$ cat src/rtl/trioCapturePkg.sv
package trioCapturePkg;

  typedef enum logic [1:0] {
    IDLE_SCAN       = 2'd0,
    WAIT_NEXT_FRAME = 2'd1,
    FROZEN_TRANSFER = 2'd2,
    SENSOR_RESET    = 2'd3
  } capState_e;

  // strobes from control to datapath
  typedef struct packed {
    logic scanRun;    // scan counter may advance
    logic latchTrig;  // capture slot base on accepted trigger
    logic clearScan;  // force pixel position to zero
    logic loadRst;    // arm reset pulse timer
    logic inReset;    // reset pulse in progress
  } capStrobe_t;

endpackage

$ cat src/rtl/trioCaptureDp.sv
module trioCaptureDp
  import trioCapturePkg::*;
#(
  parameter int FRAME_LEN  = 262144,
  parameter int RST_CYCLES = 16,
  localparam int ADDR_W = $clog2(FRAME_LEN),
  localparam int RST_W  = $clog2(RST_CYCLES + 1),
  localparam int SLOT_W = 2
) (
  input  logic              clk,
  input  logic              rstN,
  input  capStrobe_t        strobe,
  input  logic              pixTick,
  output logic [ADDR_W-1:0] pixAddr,
  output logic [SLOT_W-1:0] bufSel,
  output logic [SLOT_W-1:0] xferBase,
  output logic              frameEnd,
  output logic              slotMatch,
  output logic              rstDone
);

  logic             lastPix;
  logic [RST_W-1:0] rstCnt;

  assign lastPix   = (pixAddr == ADDR_W'(FRAME_LEN - 1));
  assign frameEnd  = strobe.scanRun & pixTick & lastPix;
  // the frame after the trigger frame is written two slots past the base
  assign slotMatch = (bufSel == SLOT_W'(xferBase + SLOT_W'(2)));
  assign rstDone   = (rstCnt == '0);

  always_ff @(posedge clk) begin
    if (!rstN) begin
      pixAddr <= '0;
      bufSel  <= '0;
    end else if (strobe.clearScan) begin
      pixAddr <= '0;
    end else if (strobe.scanRun && pixTick) begin
      pixAddr <= lastPix ? '0 : ADDR_W'(pixAddr + 1'b1);
      if (lastPix) bufSel <= SLOT_W'(bufSel + 1'b1);
    end
  end

  always_ff @(posedge clk) begin
    if (!rstN)                 xferBase <= '0;
    else if (strobe.latchTrig) xferBase <= SLOT_W'(bufSel - 1'b1);
  end

  always_ff @(posedge clk) begin
    if (!rstN)                                rstCnt <= '0;
    else if (strobe.loadRst)                  rstCnt <= RST_W'(RST_CYCLES - 1);
    else if (strobe.inReset && rstCnt != '0)  rstCnt <= RST_W'(rstCnt - 1'b1);
  end

endmodule

$ cat src/rtl/trioCaptureCtrl.sv
module trioCaptureCtrl
  import trioCapturePkg::*;
(
  input  logic       clk,
  input  logic       rstN,
  input  logic       trig,
  input  logic       xferDone,
  input  logic       frameEnd,
  input  logic       slotMatch,
  input  logic       rstDone,
  output capStrobe_t strobe,
  output logic       recEn,
  output logic       busy,
  output logic       sensorRst
);

  capState_e state, stateNext;

  always_comb begin
    stateNext = state;
    unique case (state)
      IDLE_SCAN:       if (trig)                   stateNext = WAIT_NEXT_FRAME;
      WAIT_NEXT_FRAME: if (frameEnd && slotMatch)  stateNext = FROZEN_TRANSFER;
      FROZEN_TRANSFER: if (xferDone)               stateNext = SENSOR_RESET;
      SENSOR_RESET:    if (rstDone)                stateNext = IDLE_SCAN;
      default:                                     stateNext = IDLE_SCAN;
    endcase
  end

  always_ff @(posedge clk) begin
    if (!rstN) state <= IDLE_SCAN;
    else       state <= stateNext;
  end

  always_comb begin
    strobe.scanRun   = (state == IDLE_SCAN) || (state == WAIT_NEXT_FRAME);
    strobe.latchTrig = (state == IDLE_SCAN) && trig;
    strobe.clearScan = (state == SENSOR_RESET);
    strobe.loadRst   = (state == FROZEN_TRANSFER) && xferDone;
    strobe.inReset   = (state == SENSOR_RESET);
  end

  assign recEn     = strobe.scanRun;
  assign busy      = (state != IDLE_SCAN);
  assign sensorRst = (state == SENSOR_RESET);

endmodule

$ cat src/rtl/trioCapture.sv
module trioCapture
  import trioCapturePkg::*;
#(
  parameter int FRAME_LEN  = 262144,
  parameter int RST_CYCLES = 16,
  localparam int ADDR_W = $clog2(FRAME_LEN)
) (
  input  logic              clk,
  input  logic              rstN,
  input  logic              pixTick,
  input  logic              trig,
  input  logic              xferDone,
  output logic              recEn,
  output logic              busy,
  output logic              sensorRst,
  output logic [ADDR_W-1:0] pixAddr,
  output logic [1:0]        bufSel,
  output logic [1:0]        xferBase
);

  capStrobe_t strobe;
  logic       frameEnd;
  logic       slotMatch;
  logic       rstDone;

  trioCaptureCtrl u_ctrl (
    .clk       (clk),
    .rstN      (rstN),
    .trig      (trig),
    .xferDone  (xferDone),
    .frameEnd  (frameEnd),
    .slotMatch (slotMatch),
    .rstDone   (rstDone),
    .strobe    (strobe),
    .recEn     (recEn),
    .busy      (busy),
    .sensorRst (sensorRst)
  );

  trioCaptureDp #(
    .FRAME_LEN  (FRAME_LEN),
    .RST_CYCLES (RST_CYCLES)
  ) u_dp (
    .clk       (clk),
    .rstN      (rstN),
    .strobe    (strobe),
    .pixTick   (pixTick),
    .pixAddr   (pixAddr),
    .bufSel    (bufSel),
    .xferBase  (xferBase),
    .frameEnd  (frameEnd),
    .slotMatch (slotMatch),
    .rstDone   (rstDone)
  );

endmodule

$ cat config.mk
export PLATFORM = sky130hd
export DESIGN_NAME = trioCapture
export DESIGN_NICKNAME = d
export VERILOG_FILES = /design/src/rtl/trioCapturePkg.sv /design/src/rtl/trioCaptureDp.sv /design/src/rtl/trioCaptureCtrl.sv /design/src/rtl/trioCapture.sv
export SDC_FILE = /design/constraint.sdc
export NUM_CORES = 1
export LEC_CHECK = 0
export ABC_AREA = 0
export BUFFER_PORTS_ARGS = -buffer_cell sky130_fd_sc_hd__buf_2
export CORE_ASPECT_RATIO = 2
export CORE_MARGIN = 5
export CORE_UTILIZATION = 54
export DETAILED_ROUTE_END_ITERATION = 7
export GPL_ROUTABILITY_DRIVEN = 0
export GPL_TIMING_DRIVEN = 0
export PLACE_DENSITY = 0.78
export SYNTH_ARGS = -nofsm -noshare
export SYNTH_HDL_FRONTEND = slang
export SYNTH_HIERARCHICAL = 1
export SYNTH_SLANG_ARGS = --single-unit
$ cat constraint.sdc
create_clock -name clk -period 2.5 [get_ports clk]
set_input_delay 0.5 -clock clk [delete_from_list [all_inputs] [get_ports clk]]
set_output_delay 0.5 -clock clk [all_outputs]
set_load 0.01 [all_outputs]
==> metrics.cfg <==
[run_status]
run_status=finished, final reports clean

[global_route]
antenna_found_initial=0
number_of_global_route_vias_before_repair=1573
global_route.overflow_total=0
wire_length_of_the_first_global_routing_pass_um=6650
track_usage_pct=21.7
pin_count_of_the_biggest_net_entering_global_routing=12

[synthesis]
synth.lib_cells_used.distinct=37
synthSimpleGateAreaFrac_pct=32.6
synth_compound_area_share_pct=7.72
syn_nets=188
synthXorXnorAreaFrac_pct=10.1
ys_seq_area_share_pct=37.3
post_synthesis_sequential_element_count=29
yosys.area_share.adder_pct=5.63
main_flop_type_after_synthesis=dfxtp_1
mappedNetlistArea_um2=1560
synth.area.mux_share_pct=3.22
synth_async_sr_flop_share_pct=0
syn_inst=176
postSynthAreaPerCell_um2=8.84
synth_edf_count=0
largest_family_of_logic_cells_by_synthesized_area=simple AND/OR/NAND/NOR gates
synthesis_warnings=6

[clock_network]
clkLatencyLatePin_ns=0.28
max-clock-path-buffers=2
tritoncts=done
ctsRootBufferMaster=clkbuf_8
cts_sinks=29
cts_max_level=2
cts_made_buffers=5
cts.reportedPaths.clkPinSlew_ns=0.06

[setup_path]
crit_fanout=7
crit_arrival_ns=2.54
worstSetupEndpointType=flop
worstPathRequired_ns=2.71
criticalPathCategory=reg -> reg
worst_setup_sp_type=flop

[drt]
post_drt_wl_per_cell_um=15.9
route.detailed.drc=0
final_antenna_net_count=0
wirelength_um=3870
route.detailed.vias_per_inst=5.92
drt-pass1-iter-count=4
detail_route.iter0.violations=63
detailroute.via_count=1439

[floorplan]
design.die.area_um2=4120
floorplan.initialDensity_pct=56.2
die-width_um=48.0
dieHeight_um=85.9
core.rowCount=27
design.portCount=30
area_of_the_placeable_core_um2=2770

[sta]
finalWorstPathRequiredPeriod_ns=2.33
finalSetupViolCount=0
rsz0062_at_grt=false
final_min_period_over_clock_period_pct=93.1
tightestPinTransition_ns=0.532
fmaxAchievable_mhz=430
timing_max_transition_violations_final=0
finalHoldViolCount=0
slew_headroom_pct=64.0
fin_worst_skew_ns=0.00465

[cells_and_area]
layout.cells.non_filler=243
layout-area-overhead-vs-synth_pct=19.0
finish.net_count=225
post_route_cells_drive_above_1_share_pct=24.3
n_antenna_cell=0
final_core_util_pct=66.8

[job]
drv.max_cap_violation_count=0

[place]
placed_cells_incl_taps=234
dp_hpwl_um=2770
io_buffers=29

[power]
power_density_nw_per_um2=777
power.static_leakage_nw=0.761
worst_ir_drop_vdd_uv=511

[hold_path]
timing.hold.worst.class=reg -> reg

[layer usage]
| metal | vias up | global-route usage, % | wire, um |
|---|---|---|---|
| li1 | 697 | - | - |
| met1 | 693 | 21.3 | 1380 |
| met2 | 44 | 38.5 | 2250 |
| met3 | 5 | 4.20 | 165 |
| met4 | 0 | 12.5 | 72 |
| met5 | - | 0 | 0 |
[critical path, stage by stage (launching register included)]
cell and delay [ns]:
dfxtp_1 0.34, inv_1 0.12, ha_1 0.21, or2_1 0.14, buf_4 0.15, and4_2 0.30
nand2_1 0.12, nor2_1 0.12, nand2_1 0.09, a2111oi_4 0.43, mux2i_1 0.22
[layout make-up]
cell class	count	area, um2
plain buffers	4	27.5
multi-input cells	136	927
clock buffers	7	96.3
inverters	7	26.3
flip-flops and latches	29	581
fillers	237	918
well taps	29	36.3
repair buffers	30	153
clock inverters	1	5.00
[flip-flops by register name (all words and copies together) (netlist names)]
| register | count |
|---|---|
| u_dp/pixAddr | 18 |
| u_dp/rstCnt | 5 |
| u_ctrl/state | 2 |
| u_dp/bufSel | 2 |
| u_dp/xferBase | 2 |
[stage by stage]
| step | total power, W | TNS, ns | area, um2 | hold WS (ns) | worst slack [ns] |
|---|---|---|---|---|---|
| global route | 0.00152 | 0 | 1850 | 0.501 | 0.0394 |
| floorplan | 0.000881 | 0 | 1560 | 0.414 | 0.385 |
| finish | 0.00144 | 0 | 1850 | 0.476 | 0.172 |
| detailed placement | 0.00101 | -1.10 | 1740 | 0.439 | -0.118 |
| global placement | 0.000979 | -0.357 | 1740 | 0.432 | -0.0381 |
| CTS | 0.00144 | 0 | 1840 | 0.471 | 0.0193 |
[layout by cell type, fill, tap and decap left out, types with 2 or more instances in the layout]
master	count
a21oi_1	4
a31oi_1	2
and2_1	2
and4_2	3
buf_2	30
buf_4	4
clkbuf_8	7
dfxtp_1	29
ha_1	7
inv_1	7
mux2i_1	5
nand2_1	15
nand2b_1	3
nand3_1	11
nand4_1	8
nor2_1	20
nor2b_1	2
nor3_1	4
nor4_1	4
nor4b_1	2
o21a_1	2
o21ai_0	5
or3_1	5
xnor2_1	11
xor2_1	7
[power by group]
group | total, W | internal [W] | switching [W]
clock network | 0.000438 | 0.000249 | 0.000190
registers | 0.000562 | 0.000512 | 0.0000502
logic | 0.000437 | 0.000203 | 0.000235
total | 0.00144 | 0.000964 | 0.000474
[cell families after synthesis]
| logic type | after synthesis |
|---|---|
| buffers and inverters | 11 |
| XOR/XNOR | 18 |
| adder cells (fa/ha/maj) | 7 |
| AND/OR/NAND/NOR | 89 |
| multiplexers | 5 |
| flip-flops | 29 |
| AO/OA/AOI/OAI | 17 |
[worst paths after layout]
check	startpoint	end	slack (ns)	cells past startpoint
worst max-delay path	u_ctrl/state[0]	u_ctrl/state[0]	0.17	10
worst min-delay path	u_dp/rstCnt[4]	u_dp/rstCnt[4]	0.48	2
worst min register to register	u_dp/rstCnt[4]	u_dp/rstCnt[4]	0.48	2
worst max register to register	u_ctrl/state[0]	u_ctrl/state[0]	0.17	10
[Yosys cell counts, types with 2 or more instances]
master,count,area share [%]
buf_4,3,1.4
nand2b_1,3,1.2
nand2_1,15,3.6
nor2_1,20,4.8
nor4b_1,2,1.1
ha_1,7,5.6
o21a_1,2,0.96
a31oi_1,2,0.80
or3_1,5,2.0
and4_2,2,1.3
mux2i_1,5,3.2
xnor2_1,11,6.2
nor4_1,4,1.6
inv_1,7,1.7
and2_1,2,0.80
dfxtp_1,29,37
nand3_1,11,3.5
nor2b_1,2,0.80
o21ai_0,6,1.9
a21oi_1,4,1.3
nor3_1,4,1.3
nand4_1,8,3.2
xor2_1,7,3.9
and4_1,2,1.1
[repair_timing]
| item | CTS | global route |
|---|---|---|
| hold buffers | 0 | 0 |
| pin swaps | 0 | 2 |
| gates cloned | 0 | 0 |
| resized for setup | 1 | 2 |
| setup buffers | 0 | 1 |
| endpoints found under the setup margin | 10 | 12 |
Power figures use the tool's default switching activity.
